===== config.mk =====
export PLATFORM = sky130hd
export DESIGN_NAME = seg_reg_file
export DESIGN_NICKNAME = d
export VERILOG_FILES = /design/src/rtl/seg_reg_pkg.sv /design/src/rtl/seg_reg_ctrl.sv /design/src/rtl/seg_reg_dp.sv /design/src/rtl/seg_reg_file.sv
export SDC_FILE = /design/constraint.sdc
export NUM_CORES = 2
export LEC_CHECK = 0
export BUFFER_PORTS_ARGS = -buffer_cell sky130_fd_sc_hd__buf_2
export CAP_MARGIN = 20
export CORE_MARGIN = 2
export CORE_UTILIZATION = 43
export DETAILED_ROUTE_END_ITERATION = 12
export SYNTH_ARGS = -nofsm -noshare
export SYNTH_HDL_FRONTEND = slang
export SYNTH_SLANG_ARGS = --single-unit

===== constraint.sdc =====
create_clock -name clk -period 3.3 [get_ports clk]
set_input_delay 0.33 -clock clk [delete_from_list [all_inputs] [get_ports clk]]
set_output_delay 0.33 -clock clk [all_outputs]
set_load 0.02 [all_outputs]

===== src/rtl/seg_reg_pkg.sv =====
package seg_reg_pkg;

  localparam int IDX_W      = 4;
  localparam int MAX_SEGS   = 1 << IDX_W;
  localparam int SEL_W      = 16;
  localparam int BASE_W     = 64;
  localparam int LIM_W      = 32;
  localparam int RAW_LIM_W  = 20;
  localparam int DESC_W     = 64;
  localparam int RD_W       = 64;
  localparam int OP_W       = 3;
  localparam int REAL_SHIFT = 4;
  localparam int GRAN_SHIFT = 12;
  localparam int IDX_CS     = 1;

  localparam logic [LIM_W-1:0] TABLE_RESET_LIMIT = 32'h0000_FFFF;

  // Write-port operation codes
  localparam logic [OP_W-1:0] OP_SEL   = 3'd0;
  localparam logic [OP_W-1:0] OP_BASE  = 3'd1;
  localparam logic [OP_W-1:0] OP_LIMIT = 3'd2;
  localparam logic [OP_W-1:0] OP_ATTR  = 3'd3;
  localparam logic [OP_W-1:0] OP_DESC  = 3'd4;
  localparam logic [OP_W-1:0] OP_REAL  = 3'd5;

  typedef struct packed {
    logic       longMode;
    logic       writable;
    logic       readable;
    logic       expandDown;
    logic       defSize;
    logic [1:0] dpl;
  } seg_attr_t;

  localparam int ATTR_W = $bits(seg_attr_t);

  typedef enum logic [1:0] {
    BSRC_RAW  = 2'd0,
    BSRC_DESC = 2'd1,
    BSRC_REAL = 2'd2
  } base_src_e;

  // Strobes from control to datapath
  typedef struct packed {
    logic [MAX_SEGS-1:0] hit;
    logic                selWe;
    logic                baseWe;
    logic                effWe;
    logic                limitWe;
    logic                attrWe;
    logic                fromDesc;
    base_src_e           baseSrc;
  } seg_strobe_t;

  // Descriptor classification bits handed back to control
  typedef struct packed {
    logic present;
    logic userSeg;
    logic isCode;
  } desc_class_t;

endpackage


===== src/rtl/seg_reg_ctrl.sv =====
module seg_reg_ctrl
  import seg_reg_pkg::*;
#(
  parameter int NUM_SEGS    = 13,
  parameter int LEGACY_SEGS = 4
) (
  input  logic              wrEn,
  input  logic [OP_W-1:0]   wrOp,
  input  logic [IDX_W-1:0]  wrIdx,
  input  desc_class_t       descClass,
  input  logic              longModeEn,
  input  logic              csLongMode,
  output seg_strobe_t       strobe,
  output logic              errNotPresent,
  output logic              errSystem,
  output logic              errCode
);

  localparam logic [IDX_W:0] SEG_LIMIT_IDX = (IDX_W+1)'(NUM_SEGS);
  localparam logic [IDX_W:0] LEGACY_LIMIT  = (IDX_W+1)'(LEGACY_SEGS);

  logic idxOk;
  logic isLoad;
  logic descBad;
  logic lmActive;
  logic legacy;

  assign idxOk    = {1'b0, wrIdx} < SEG_LIMIT_IDX;
  assign legacy   = {1'b0, wrIdx} < LEGACY_LIMIT;
  assign isLoad   = wrEn && (wrOp == OP_DESC);
  assign lmActive = longModeEn && csLongMode;

  assign errNotPresent = isLoad && !descClass.present;
  assign errSystem     = isLoad && !descClass.userSeg;
  assign errCode       = isLoad && descClass.isCode;
  assign descBad       = errNotPresent || errSystem || errCode;

  always_comb begin
    strobe         = '0;
    strobe.baseSrc = BSRC_RAW;
    if (wrEn && idxOk) begin
      strobe.hit = MAX_SEGS'(1) << wrIdx;
      case (wrOp)
        OP_SEL:   strobe.selWe   = 1'b1;
        OP_BASE:  strobe.baseWe  = 1'b1;
        OP_LIMIT: strobe.limitWe = 1'b1;
        OP_ATTR:  strobe.attrWe  = 1'b1;
        OP_DESC: begin
          if (!descBad) begin
            strobe.baseWe   = 1'b1;
            strobe.limitWe  = 1'b1;
            strobe.attrWe   = 1'b1;
            strobe.fromDesc = 1'b1;
            strobe.baseSrc  = BSRC_DESC;
          end
        end
        OP_REAL: begin
          strobe.selWe   = 1'b1;
          strobe.baseWe  = 1'b1;
          strobe.baseSrc = BSRC_REAL;
        end
        default: ;
      endcase
    end
    // Legacy entries keep their effective base while long mode is on
    strobe.effWe = strobe.baseWe && !(legacy && lmActive);
  end

endmodule


===== src/rtl/seg_reg_dp.sv =====
module seg_reg_dp
  import seg_reg_pkg::*;
#(
  parameter int                  NUM_SEGS         = 13,
  parameter logic [MAX_SEGS-1:0] TABLE_RESET_MASK = 16'h1980
) (
  input  logic                clk,
  input  logic                rstN,
  input  seg_strobe_t         strobe,
  input  logic [DESC_W-1:0]   wrData,
  input  logic [IDX_W-1:0]    rdIdx,
  output desc_class_t         descClass,
  output logic                csLongMode,
  output logic [RD_W-1:0]     rdSel,
  output logic [RD_W-1:0]     rdBase,
  output logic [RD_W-1:0]     rdEffBase,
  output logic [RD_W-1:0]     rdLimit,
  output logic [ATTR_W-1:0]   rdAttr
);

  logic [SEL_W-1:0]  selQ  [NUM_SEGS];
  logic [BASE_W-1:0] baseQ [NUM_SEGS];
  logic [BASE_W-1:0] effQ  [NUM_SEGS];
  logic [LIM_W-1:0]  limQ  [NUM_SEGS];
  seg_attr_t         attrQ [NUM_SEGS];

  // Descriptor field extraction
  logic [31:0]          descBase;
  logic [RAW_LIM_W-1:0] rawLim;
  logic [LIM_W-1:0]     descLimit;
  seg_attr_t            descAttr;
  logic                 unusedDesc;

  assign descBase  = {wrData[63:56], wrData[39:16]};
  assign rawLim    = {wrData[51:48], wrData[15:0]};
  assign descLimit = wrData[55] ? {rawLim, {GRAN_SHIFT{1'b1}}}
                                : LIM_W'(rawLim);

  assign descAttr.longMode   = 1'b0;
  assign descAttr.writable   = wrData[41];
  assign descAttr.readable   = 1'b1;
  assign descAttr.expandDown = wrData[42];
  assign descAttr.defSize    = wrData[54];
  assign descAttr.dpl        = wrData[46:45];

  assign descClass.present = wrData[47];
  assign descClass.userSeg = wrData[44];
  assign descClass.isCode  = wrData[43];

  assign unusedDesc = &{1'b0, wrData[53:52], wrData[40]};

  // Values presented to the storage
  logic [SEL_W-1:0]  newSel;
  logic [BASE_W-1:0] newBase;
  logic [LIM_W-1:0]  newLimit;
  seg_attr_t         newAttr;

  assign newSel   = wrData[SEL_W-1:0];
  assign newLimit = strobe.fromDesc ? descLimit : wrData[LIM_W-1:0];
  assign newAttr  = strobe.fromDesc ? descAttr : seg_attr_t'(wrData[ATTR_W-1:0]);

  always_comb begin
    case (strobe.baseSrc)
      BSRC_DESC: newBase = BASE_W'(descBase);
      BSRC_REAL: newBase = BASE_W'({wrData[SEL_W-1:0], {REAL_SHIFT{1'b0}}});
      default:   newBase = wrData[BASE_W-1:0];
    endcase
  end

  always_ff @(posedge clk or negedge rstN) begin
    if (!rstN) begin
      for (int i = 0; i < NUM_SEGS; i++) begin
        selQ[i]  <= '0;
        baseQ[i] <= '0;
        effQ[i]  <= '0;
        limQ[i]  <= TABLE_RESET_MASK[i] ? TABLE_RESET_LIMIT : '0;
        attrQ[i] <= '0;
      end
    end else begin
      for (int i = 0; i < NUM_SEGS; i++) begin
        if (strobe.hit[i]) begin
          if (strobe.selWe)   selQ[i]  <= newSel;
          if (strobe.baseWe)  baseQ[i] <= newBase;
          if (strobe.effWe)   effQ[i]  <= newBase;
          if (strobe.limitWe) limQ[i]  <= newLimit;
          if (strobe.attrWe)  attrQ[i] <= newAttr;
        end
      end
    end
  end

  assign csLongMode = attrQ[IDX_CS].longMode;

  always_comb begin
    rdSel     = '0;
    rdBase    = '0;
    rdEffBase = '0;
    rdLimit   = '0;
    rdAttr    = '0;
    for (int i = 0; i < NUM_SEGS; i++) begin
      if (rdIdx == IDX_W'(i)) begin
        rdSel     = RD_W'(selQ[i]);
        rdBase    = RD_W'(baseQ[i]);
        rdEffBase = RD_W'(effQ[i]);
        rdLimit   = RD_W'(limQ[i]);
        rdAttr    = attrQ[i];
      end
    end
  end

endmodule


===== src/rtl/seg_reg_file.sv =====
module seg_reg_file
  import seg_reg_pkg::*;
#(
  parameter int                  NUM_SEGS         = 13,
  parameter int                  LEGACY_SEGS      = 4,
  parameter logic [MAX_SEGS-1:0] TABLE_RESET_MASK = 16'h1980
) (
  input  logic                clk,
  input  logic                rstN,
  input  logic                wrEn,
  input  logic [OP_W-1:0]     wrOp,
  input  logic [IDX_W-1:0]    wrIdx,
  input  logic [DESC_W-1:0]   wrData,
  input  logic                longModeEn,
  input  logic [IDX_W-1:0]    rdIdx,
  output logic [RD_W-1:0]     rdSel,
  output logic [RD_W-1:0]     rdBase,
  output logic [RD_W-1:0]     rdEffBase,
  output logic [RD_W-1:0]     rdLimit,
  output logic [ATTR_W-1:0]   rdAttr,
  output logic                errNotPresent,
  output logic                errSystem,
  output logic                errCode
);

  seg_strobe_t strobe;
  desc_class_t descClass;
  logic        csLongMode;

  seg_reg_ctrl #(
    .NUM_SEGS   (NUM_SEGS),
    .LEGACY_SEGS(LEGACY_SEGS)
  ) u_ctrl (
    .wrEn         (wrEn),
    .wrOp         (wrOp),
    .wrIdx        (wrIdx),
    .descClass    (descClass),
    .longModeEn   (longModeEn),
    .csLongMode   (csLongMode),
    .strobe       (strobe),
    .errNotPresent(errNotPresent),
    .errSystem    (errSystem),
    .errCode      (errCode)
  );

  seg_reg_dp #(
    .NUM_SEGS        (NUM_SEGS),
    .TABLE_RESET_MASK(TABLE_RESET_MASK)
  ) u_dp (
    .clk       (clk),
    .rstN      (rstN),
    .strobe    (strobe),
    .wrData    (wrData),
    .rdIdx     (rdIdx),
    .descClass (descClass),
    .csLongMode(csLongMode),
    .rdSel     (rdSel),
    .rdBase    (rdBase),
    .rdEffBase (rdEffBase),
    .rdLimit   (rdLimit),
    .rdAttr    (rdAttr)
  );

endmodule


==> results.cfg <==
[critical_path]
critPathKind = in2out
critPathLaunchType = primary input
cp-end-kind = primary output
r2r-start = u_dp.csLongMode
critPathMaxFanout = 38
required_ns = 2.97
cp.arrival_ns = 2.97
cp-startpoint = rdIdx[3]
regToRegSetupSlack_ns = 1.10
crit_end = rdEffBase[0]
reg2reg_depth = 4
r2r-end = u_dp.effQ[713]

[sta]
period_minus_slack_ns = 3.30
rsz0062_at_grt = no
finalSetupTns_ns = -0.00258
worst_slew_pin_slew_ns = 1.44
clock-skew-final_ns = 0.0631
final-setup-viol-count = 1
holdWs_ns = 0.0357
hold_viol = 0
fmax_mhz = 303
setup_ws_ns = -0.00258
finalMaxSlewViolations = 0
fin_crit_sh_pct = 100
max_slew_margin_pct = 4.27

[clocking]
clock_path_buffers = 4
clk_latency_ns = 0.97
cts_tree = done
cts.sinks = 2379
clkTransAtPathRegs_ns = 0.06
root_buffer = clkbuf_16
htreeDepth = 5
cts_made_buffers = 279

[placement]
placed_area_um2 = 117000
gp_congestion = 0.940
dp.cells = 14500
port_buffers = 264
dp_hpwl_um = 264000
dp_slack_ns = -0.297

[cells_and_area]
final_nets = 11600
final_util_pct = 49.9
fin_area_um2 = 126000
fin_cells = 15000
n_fill_cell = 23000
area_delta_synth_final_pct = 15.4
drive_gt1_share_pct = 15.3

[die]
initial_core_util_pct = 43.3
dieArea_um2 = 257000
ios = 345
coreArea_um2 = 252000
rows = 184
die_w_um = 507
die_h_um = 507

[drt]
drt-initial-drc-count = 11200
drcViolationCount = 0
ant_nets = 0
firstDrtPassIters = 9
vias = 92200
via_per_inst = 6.14
routed_wl_um = 421000
wl_per_cell_um = 28.0

[power_and_ir_drop]
seq_power_share_pct = 46.1
p_per_area_nw_per_um2 = 564
combPwrFrac_pct = 11.4
power_mw = 70.9
p_leak_nw = 56.6
clockPowerShare_pct = 42.5
switching_share_pct = 26.7
switchingPower_mw = 18.9
p_int_mw = 51.9
ir_worst_vdd_v = 0.000466

[logic_synthesis]
synth_top_area_share_pct = 53.2
ys_ff_latch = 2379
ys_async_sr_fraction_pct = 100
seq_area_frac_synth_pct = 54.8
synth_warnings = 0
synthCells = 11500
synth_edf_count = 0
synth_area_per_cell_um2 = 9.49
synth_flop_cell = dfrtp_1
syn-cell-area_um2 = 109000
synth_area_leaders = dfrtp_1 53%, o21ai_0 9.4%, nand2_1 6.6%
yosys.cell_types.count = 79
post-synth-top-area-cell = dfrtp_1

[flow_run]
drv_cap = 0

[worst_hold_path]
hold_path_class = in2reg

[global_route]
overflow = 0
grt_max_degree = 189
grt_pass1_wl_um = 616000
grt_pass1_vias = 89000
grt_usage_pct = 32.2
antenna_found_initial = 28

[run_status]
violations = setup timing
status = finished with violations
synthesized netlist by cell type, drive strengths merged (4+ instances only):
cell type,number
o311ai,83
a32oi,5
dfstp,64
mux4,44
and3b,5
nor3,32
a222oi,87
nor2,672
nand2,1926
o211ai,10
o221ai,43
or3,7
nor2b,20
o21bai,5
a2bb2oi,38
o2bb2ai,17
nand3,34
clkbuf,815
o21a,6
a221oi,23
nand3b,265
nor3b,4
o31ai,10
inv,20
a211oi,23
o22a,16
buf,434
mux2,238
dfrtp,2315
o32ai,10
a21oi,1088
mux2i,191
nor4,5
a21boi,12
a2111oi,11
a22oi,136
nand2b,112
or2,5
a22o,22
o22ai,196
a21o,184
a31oi,8
a221o,100
and3,19
o21ai,2084
state kept, by name, summed over array words and instances, names as in the netlist:
signal	count
u_dp.baseQ	832
u_dp.effQ	832
u_dp.limQ	416
u_dp.selQ	208
u_dp.attrQ	90
u_dp.csLongMode	1
placed cells by master (no fill, tap or decap), types with 20 or more instances in the layout:
cell       Yosys  final
buf_4        121    456
mux2_2       238    238
a2bb2oi_1     38     38
a222oi_1      87     87
a211oi_1      23     22
clkbuf_8       0     50
nor2_1       666    660
nand3b_1     265    265
a21oi_1     1066   1041
conb_1         1     80
clkinv_2       0     31
dfrtp_1     2315   2315
a221o_1      100    100
a21o_1       184    184
clkbuf_16      0    285
buf_12         0    172
nand2_1     1926   1922
o311ai_0      83     82
mux4_2        44     44
a221oi_1      23     23
nand3_1       34     20
o22ai_1      196    196
o21ai_0     2041   2023
dfstp_2       64     64
nor3_1        27     27
buf_2        229    259
mux2i_1      191    191
clkbuf_1     813     72
a22o_1        22     22
nand2b_1     112    108
a21oi_2        3     28
a22oi_1      136    126
o21ai_1       43     47
o221ai_1      43     43
how the worst min path moves through the flow:
stage	from	to	slack [ns]	cells past startpoint
2_1_floorplan	rstN	u_dp.attrQ[0]	0.03	0
3_3_place_gp	rstN	u_dp.baseQ[6]	0.29	1
3_5_place_dp	rstN	u_dp.effQ[630]	0.29	1
4_1_cts	wrData[10]	u_dp.selQ[10]	0.004	2
5_1_grt	wrData[12]	u_dp.selQ[92]	0.02	2
6_report	wrData[10]	u_dp.selQ[10]	0.04	2
power by group through the flow:
stage          clock network, mW  registers [mW]  logic (mW)
6_report                    30.1            32.7        8.07
5_1_grt                     31.6            32.9        8.74
4_1_cts                     30.4            32.6        7.97
3_5_place_dp                   0            33.2        7.92
3_3_place_gp                   0            33.0        7.72
2_1_floorplan                  0            32.8        4.43
final cells by class:
| class | instances | area (um2) | area share, % |
|---|---|---|---|
| antenna | 13 | 32.5 | 0.0259 |
| multi-input combinational | 7899 | 44600 | 35.5 |
| timing repair buffer | 908 | 8410 | 6.70 |
| tap | 3348 | 4190 | 3.34 |
| sequential | 2379 | 59600 | 47.5 |
| clock buffer | 407 | 8090 | 6.44 |
| clock inverter | 57 | 622 | 0.495 |
| inverter | 21 | 86.3 | 0.0687 |
cell families (layout without fill, tap and decap cells):
family	Yosys count	after routing	synth area share, %
AND/OR/NAND/NOR	3122	3122	12.4
other	1	93	0.00344
flip-flops	2379	2379	54.8
AO/OA/AOI/OAI	4221	4221	22.5
XOR/XNOR	1	1	0.00805
adder cells (fa/ha/maj)	2	2	0.0230
multiplexers	473	473	5.13
buffers and inverters	1270	1393	5.19
critical path: stages:
cell and delay, ns:
buf_8 0.36, nand2b_4 0.43, buf_12 0.22, buf_4 0.26, a221o_1 0.14, o311ai_0 0.15, a21o_1 0.21, a21oi_2 0.38
buf_4 0.19, buf_2 0.20
routing by layer:
layer | track usage, % | up-vias | routed length [um]
met5 | 0 | - | 83
met4 | 17.4 | 14 | 25600
met3 | 7.39 | 1195 | 40700
met2 | 49.4 | 4957 | 188000
met1 | 42.4 | 46000 | 167000
li1 | - | 40100 | -
what timing repair did:
item	CTS	global route
setup endpoints to repair	10	7
gates resized for setup	9	6
hold buffers	15	0
pin swaps	0	1
endpoints found under the hold margin	650	0
buffers inserted	2	3
(Power assumes the default switching activity.)
